`config.mk`:
```
export PLATFORM = sky130hd
export DESIGN_NAME = oc_trip_top
export DESIGN_NICKNAME = d
export VERILOG_FILES = /design/src/rtl/oc_trip_pkg.sv /design/src/rtl/oc_persist.sv /design/src/rtl/oc_latch.sv /design/src/rtl/oc_bypass.sv /design/src/rtl/oc_trip_top.sv
export SDC_FILE = /design/constraint.sdc
export NUM_CORES = 1
export LEC_CHECK = 0
export BUFFER_PORTS_ARGS = -buffer_cell sky130_fd_sc_hd__clkbuf_2
export CORE_AREA = 2 2 39 41
export DETAILED_ROUTE_END_ITERATION = 10
export DIE_AREA = 0 0 41 43
export SLEW_MARGIN = 20
export SYNTH_ARGS = -nofsm -noshare
export SYNTH_HDL_FRONTEND = slang
export SYNTH_SLANG_ARGS = --single-unit
```
`constraint.sdc`:
```
create_clock -name clk -period 2.87 [get_ports clk]
set_clock_uncertainty 0.05 [all_clocks]
set_input_delay 0.287 -clock clk [delete_from_list [all_inputs] [get_ports clk]]
set_output_delay 0.287 -clock clk [all_outputs]
set_load 0.005 [all_outputs]
```
`src/rtl/oc_trip_pkg.sv`:
```
package oc_trip_pkg;

    typedef struct packed {
        logic chg;
        logic dis;
    } oc_flags_t;

    typedef enum logic {
        LATCH_CONDUCT = 1'b0,
        LATCH_TRIPPED = 1'b1
    } latch_state_t;

    typedef struct packed {
        logic set;
        logic clr;
    } latch_cmd_t;

    // Either direction, or both at once, counts as an excess.
    function automatic logic excess_of(input oc_flags_t f);
        return f.chg | f.dis;
    endfunction

endpackage

```
`src/rtl/oc_persist.sv`:
```
module oc_persist
    import oc_trip_pkg::*;
#(
    parameter int REJECT_MS = 6,
    localparam int CNT_W = (REJECT_MS < 2) ? 1 : $clog2(REJECT_MS)
) (
    input  logic      clk,
    input  logic      rst,
    input  logic      tick_1ms,
    input  oc_flags_t flags,
    input  logic      hold_clear,
    output logic      qualify
);
    localparam logic [CNT_W-1:0] LAST = CNT_W'(REJECT_MS - 1);

    logic [CNT_W-1:0] cnt_q;
    logic             exc;

    assign exc     = excess_of(flags);
    assign qualify = exc && tick_1ms && !hold_clear && (cnt_q == LAST);

    always_ff @(posedge clk) begin
        if (rst) begin
            cnt_q <= '0;
        end else if (hold_clear || !exc || qualify) begin
            cnt_q <= '0;
        end else if (tick_1ms) begin
            cnt_q <= cnt_q + 1'b1;
        end
    end

    assert_cnt_restart_R3: assert property (@(posedge clk) disable iff (rst)
        !exc |=> (cnt_q == '0));
    assert_cnt_bound_R2: assert property (@(posedge clk) disable iff (rst)
        cnt_q <= LAST);
    assert_cnt_no_tick_R2: assert property (@(posedge clk) disable iff (rst)
        (exc && !tick_1ms && !hold_clear) |=> $stable(cnt_q));

endmodule

```
`src/rtl/oc_latch.sv`:
```
module oc_latch
    import oc_trip_pkg::*;
(
    input  logic       clk,
    input  logic       rst,
    input  latch_cmd_t cmd,
    output logic       tripped
);
    latch_state_t st_q;

    always_ff @(posedge clk) begin
        if (rst) begin
            st_q <= LATCH_CONDUCT;
        end else if (cmd.clr) begin
            st_q <= LATCH_CONDUCT;
        end else if (cmd.set) begin
            st_q <= LATCH_TRIPPED;
        end
    end

    assign tripped = (st_q == LATCH_TRIPPED);

    assert_trip_hold_R5: assert property (@(posedge clk) disable iff (rst)
        (tripped && !cmd.clr) |=> tripped);
    assert_clear_wins_R8: assert property (@(posedge clk) disable iff (rst)
        cmd.clr |=> !tripped);

endmodule

```
`src/rtl/oc_bypass.sv`:
```
module oc_bypass
    import oc_trip_pkg::*;
(
    input  logic       clk,
    input  logic       rst,
    input  latch_cmd_t cmd,
    input  logic       en_low,
    input  logic       tripped,
    output logic       bypass_en
);
    logic byp_q;

    always_ff @(posedge clk) begin
        if (rst) begin
            byp_q <= 1'b0;
        end else if (en_low || cmd.clr) begin
            byp_q <= 1'b0;
        end else if (cmd.set) begin
            byp_q <= 1'b1;
        end
    end

    assign bypass_en = byp_q;

    assert_bypass_needs_trip_R6: assert property (@(posedge clk) disable iff (rst)
        bypass_en |-> tripped);
    assert_en_low_kills_R9: assert property (@(posedge clk) disable iff (rst)
        en_low |=> !bypass_en);

endmodule

```
`src/rtl/oc_trip_top.sv`:
```
module oc_trip_top
    import oc_trip_pkg::*;
#(
    parameter int REJECT_MS = 6
) (
    input  logic clk,
    input  logic rst,
    input  logic tick_1ms,
    input  logic oc_chg,
    input  logic oc_dis,
    input  logic load_released,
    input  logic en_rise,
    input  logic en_low,
    output logic trip,
    output logic bypass_en
);
    oc_flags_t  flags;
    latch_cmd_t cmd;
    logic       qualify;
    logic       tripped;

    assign flags.chg = oc_chg;
    assign flags.dis = oc_dis;

    // Clear has priority over set; a set is never raised while tripped.
    assign cmd.set = qualify;
    assign cmd.clr = en_rise | (tripped & load_released);

    oc_persist #(.REJECT_MS(REJECT_MS)) u_persist (
        .clk        (clk),
        .rst        (rst),
        .tick_1ms   (tick_1ms),
        .flags      (flags),
        .hold_clear (tripped | en_rise),
        .qualify    (qualify)
    );

    oc_latch u_latch (
        .clk     (clk),
        .rst     (rst),
        .cmd     (cmd),
        .tripped (tripped)
    );

    oc_bypass u_bypass (
        .clk       (clk),
        .rst       (rst),
        .cmd       (cmd),
        .en_low    (en_low),
        .tripped   (tripped),
        .bypass_en (bypass_en)
    );

    assign trip = tripped;

    assert_load_release_R7: assert property (@(posedge clk) disable iff (rst)
        (trip && load_released) |=> !trip);
    assert_en_rise_clear_R8: assert property (@(posedge clk) disable iff (rst)
        en_rise |=> (!trip && !bypass_en));
    assert_trip_ignores_flags_R10: assert property (@(posedge clk) disable iff (rst)
        (trip && !en_rise && !load_released) |=> trip);

endmodule

```
**After elaboration in Yosys (flattened, before gate mapping)**

Index checks and enable logic that the tools add are counted.

- Add/subtract/negate cells: 1
- Reductions and logical operators: 11
- Bitwise gates (word level): 4
- Equality and inequality tests: 1

Operators with widths:

| kind | count |
|---|---|
| $reduce_or A2 Y1 | 3 |
| $add A3 B1 Y3 const B | 1 |
| $eq A3 B3 Y1 const B | 1 |
| $logic_and A1 B1 Y1 | 3 |
| $logic_or A1 B1 Y1 | 3 |
| $or A1 B1 Y1 | 3 |
| $logic_not A1 Y1 | 2 |
| $and A1 B1 Y1 | 1 |

- Bits in registers: 5
- Word-level logic and storage cells: 20

**Logic depth before layout (Yosys ltp)**

- Word-level depth: 6
- Depth in mapped cells: 5
- Gate-level depth less buffers: 5

**Modules after synthesis**

From an unflattened synthesis, not the netlist that was laid out.

- Cells, all modules: 28
- Area total of the unflattened synthesis: 261.5 um2

Modules (own cells, without submodules):

| module | area each (um2) | cells an instance | instances |
|---|---|---|---|
| oc_persist | 176.4 | 20 | 1 |
| oc_bypass | 36.3 | 3 | 1 |
| oc_latch | 33.8 | 3 | 1 |
| oc_trip_top | 15.0 | 2 | 1 |

**Least setup slack after synthesis**

No wires, ideal clock.

- Path type: reg-to-reg
- Start: register u_persist.cnt_q[0]
- End: register u_bypass.byp_q, in the netlist u_bypass.bypass_en
- Library setup time: 0.086 ns
- Slack: 1.845 ns
- Required time: 2.734 ns
- Period minus slack after synthesis: 1.025 ns
- Data arrival time: 0.889 ns
- Stages on the path, launching flop included: 4
- Buffers on the path: 0
- Cells stage by stage: dfxtp_1 > ha_1 > nand4_4 > a221oi_2

- Cells in the longest elaborated chain, start to end: 2

Ends and longest elaborated chain:

| what | RTL line | RTL |
|---|---|---|
| start, declared | oc_persist.sv:16 | `logic [CNT_W-1:0] cnt_q;` |
| start signal, assigned | oc_persist.sv:28 | `cnt_q <= cnt_q + 1'b1;` |
| $eq A3 B3 Y1 | oc_persist.sv:20 | `assign qualify = exc && tick_1ms && !hold_clear && (cnt_q == LAST);` |
| $logic_and A1 B1 Y1 | oc_persist.sv:20 |  |
| end signal, assigned | oc_bypass.sv:15 | `byp_q <= 1'b0;` |
| end signal, assigned | oc_bypass.sv:17 | `byp_q <= 1'b0;` |
| end signal, assigned | oc_bypass.sv:19 | `byp_q <= 1'b1;` |
| end, declared | oc_bypass.sv:11 | `logic byp_q;` |

Every way passes these cells.
A chain may end at the register's enable or synchronous reset.

**Worst setup path in the final report**

- Start: register u_latch.st_q, in the netlist u_latch.tripped
- End: output trip

RTL lines:

| what | RTL line | RTL |
|---|---|---|
| start, declared | oc_latch.sv:9 | `latch_state_t st_q;` |
| start signal, assigned | oc_latch.sv:13 | `st_q <= LATCH_CONDUCT;` |
| start signal, assigned | oc_latch.sv:15 | `st_q <= LATCH_CONDUCT;` |
| start signal, assigned | oc_latch.sv:17 | `st_q <= LATCH_TRIPPED;` |
| end, declared | oc_trip_top.sv:14 | `output logic trip,` |

No word-level cell between the ends.

==> out/summary.md <==
The buffers plus inverters on the worst setup path was 1; the remaining max-slew budget at the tightest pin was 86.6%. The number of hold violations in the final report came out at 0. The most common cell in the synthesized netlist is dfxtp_1. For the effective utilization at floorplan, the log shows 20.0%.

The worst hold path was traced through 2 stages. Clock-pin slew reported for the worst setup and hold paths after clock tree synthesis: 0.05 ns. The worst register-to-register path ends at u_bypass.bypass_en. Setup repair after global routing left no endpoint under its margin. The setup path with the least slack is of type flop to output port.

The first routing iteration left 2 violations. Summing all flip-flop and latch instances after layout gives 100 µm². Proportion of power drawn by flip-flops and latches: 42.2%.

The vertical die dimension was 43 µm; the area of the multi-input gates was 169 µm². The post-detailed-route via-to-cell ratio is 4.21. In the synthesized netlist the dominant register cell turns out to be dfxtp_1. Summed over all cells, the static leakage comes to 0.151 nW. The origin of the worst min-delay path was load_released. Yosys mapped a number of flops with a built-in enable equal to 0.

The combinational cell fraction of total power is 8.6%. Clock insertion delay at the later pin of the skew report: 0.24 ns. Summed over all layers, the global routing overflow is 0. The cell count of the worst reg-to-reg path works out to 3.

Slowest library cell on the worst path: dfxtp_1. The tools report the number of diodes as 0. Summed over all nets, the switching power comes to 0.0000378 W. The count of cells resized by post-cts repair is 0. The cell at the root of the clock tree is clkbuf_4.

STA classifies the critical path startpoint as a flop. The signal on the critical path passes through clkbuf_2. The area growth from synthesis to layout is 33.0%. The final-report setup violation count was 0; the share of flip-flops with an asynchronous set or reset was 0%.

In this run the standard cell core region covers 1380 µm². The fill cell instance count of the final layout is 158, and the required time at the endpoint of the critical path is 2.53 ns. The first global-routing pass estimated 765 µm of wire.

The run gives 28 as the synthesized netlist cell count. Buffers inserted during clock tree synthesis total 3. Entering global routing, the biggest net connects 7 pins. The tools report the worst endpoint data arrival time as 0.76 ns.

The overall track demand over capacity in global routing was 6.92%. Unique cell type count in the Yosys netlist: 16. The worst min-delay path endpoint is u_bypass.bypass_en.

The number of slew-limit violations in the final report was 0. The run finished with clean final reports. After detailed routing, the total wire length is 443 µm.

The area share of the leading cell type in the synthesized netlist works out to 36.2%. Reg-to-reg startpoint: u_persist.cnt_q[0]. The internal power of the cells totals 0.000131 W. For the post-synthesis sequential area ratio, the log shows 36.2%.

The initialized floorplan defines 14 standard-cell rows. The synthesized area per cell was 9.88 µm²; the time the worst path needs with I/O delays and setup was 1.10 ns. Maximum fanout count along the critical path: 4. Number of maximum-capacitance constraint violations: 0. The setup slack on the worst flop-to-flop path was 1.78 ns; the post-route antenna net violation count was 0. For the top-level port count, the log shows 10.

For this block, the via count after detailed routing is 240. Of all cell types, the one taking the most synthesized area is dfxtp_1. After synthesis, the cell types taking the most area are dfxtp_1 (36%), ha_1 (9.0%), nand4_4 (7.7%). In the final layout, the share of cells above drive strength 1 is 36.6%. Hold repair after CTS inserted 0 buffers. Worst min-delay path class: input pin to flop. TritonCTS built the clock tree. The post-synthesis register bit count came out at 5. For this run, the post-layout net count is 52. For this run, design rule violations remaining after detail routing come to 0. Of the total power, the share spent switching nets is 22.5%.

Counting instances in the post-synthesis netlist gives the leading cell types as dfxtp_1 (5), a21oi_1 (3), nand2_1 (3). The logs give 0.161 mV for the maximum VDD drop and 0 for the warning count from the yosys run. The H-tree depth reported by CTS was 1; the clock network power share was 49.3%. The aggregate negative setup slack is 0 ns, and the highest attainable clock frequency is 909 MHz. With fillers left out, the area of the finished cells amounts to 368 µm². For the pin with the worst max-slew slack, the measured transition is 0.201 ns. The clock passes through at most 2 buffers. The number of port buffers is 9, and the count of clock tree sinks is 5. Routability-driven placement finished with a final weighted congestion of 0.647.

The die is 41 µm wide. The total power density per cell area is 458 nW/µm². After synthesis the cells add up to 277 µm².

The per-cell routed wire length came out at 7.77 µm. The tools report the initial antenna violation count as 0. The worst setup path is captured at an output port. The HPWL after detailed placement is 362 µm. The floorplan step defined a die boundary enclosing 1760 µm².

The tools report the net count after synthesis as 38. The via count of the first global-routing pass was 204; the worst hold slack after final layout was 0.188 ns. The kind of cell adding the most delay to the critical path was flip-flops. Before antenna repair, the detailed router went through 2 iterations. The placed instances occupy a cell area of 342 µm².

The number of buffers inserted to repair setup after CTS was 0; the post-route clock period utilization was 38.3%. The delay of the slowest critical-path stage was 0.38 ns.
==> metrics by stage <==
| step | setup WS, ns | instances | util (%) | power [W] |
|---|---|---|---|---|
| after detailed placement | 1.76 | 53 | 24.7 | 0.0000870 |
| after global routing | 1.67 | 57 | 26.6 | 0.000176 |
| final | 1.77 | 57 | 26.6 | 0.000168 |
| after floorplan | 1.84 | 28 | - | 0.0000794 |
| after global placement | 1.76 | 53 | 24.7 | 0.0000869 |
| after CTS | 1.75 | 57 | 26.6 | 0.000172 |
==> state kept, by name, indices dropped and copies added, names as in the netlist <==
signal / cells
u_bypass.bypass_en: 1
u_persist.cnt_q: 3
u_latch.tripped: 1
==> power groups by stage <==
stage	clock network, W	registers [W]	logic, W
global route	0.0000888	0.0000711	0.0000165
floorplan	0	0.0000722	0.00000724
global placement	0	0.0000723	0.0000146
detailed placement	0	0.0000723	0.0000146
finish	0.0000830	0.0000710	0.0000144
CTS	0.0000863	0.0000710	0.0000147
==> cell families (layout without fill, tap and decap cells) <==
family / count (synthesis) / after routing / share of synthesized area [%]
buffers and inverters: 2 / 15 / 2.72
adder cells (fa/ha/maj): 2 / 2 / 9.05
AO/OA/AOI/OAI: 7 / 7 / 21.3
multiplexers: 1 / 1 / 3.62
AND/OR/NAND/NOR: 11 / 11 / 27.2
flip-flops: 5 / 5 / 36.2
==> cell usage in the layout, fill, tap and decap left out, types with 2 or more instances in the layout <==
master | synthesis | routed
a21oi_1 | 3 | 3
clkbuf_2 | 0 | 9
clkbuf_4 | 0 | 3
dfxtp_1 | 5 | 5
ha_1 | 2 | 2
inv_1 | 2 | 2
nand2_1 | 3 | 3
nand3b_1 | 2 | 2
nor2_1 | 2 | 2
==> how the worst max path moves through the flow <==
stage,start,to,slack [ns],cells after the start
after floorplan,u_persist.cnt_q[0],u_bypass.bypass_en,1.84,3
after global placement,u_persist.cnt_q[0],u_bypass.bypass_en,1.76,3
after detailed placement,u_persist.cnt_q[0],u_bypass.bypass_en,1.76,3
after CTS,u_persist.cnt_q[0],u_bypass.bypass_en,1.75,3
after global routing,u_persist.cnt_q[0],u_bypass.bypass_en,1.67,3
final,u_latch.tripped,trip,1.77,1
==> final cells by class <==
type                       instances  area share [%]
timing repair buffer               9            12.2
multi-input combinational         21            45.9
inverter                           2            2.04
sequential                         5            27.2
tap                               16            5.44
clock buffer                       4            7.14
==> layer usage <==
layer	wire length, µm	share of wire, %	global-route usage, %	vias up
met3	44	9.9	3.14	2
met2	171	39	8.44	10
met5	0	0	0	-
met1	209	47	7.69	105
met4	17	3.8	8.00	0
li1	-	-	-	123
Power figures use the tool's default switching activity.
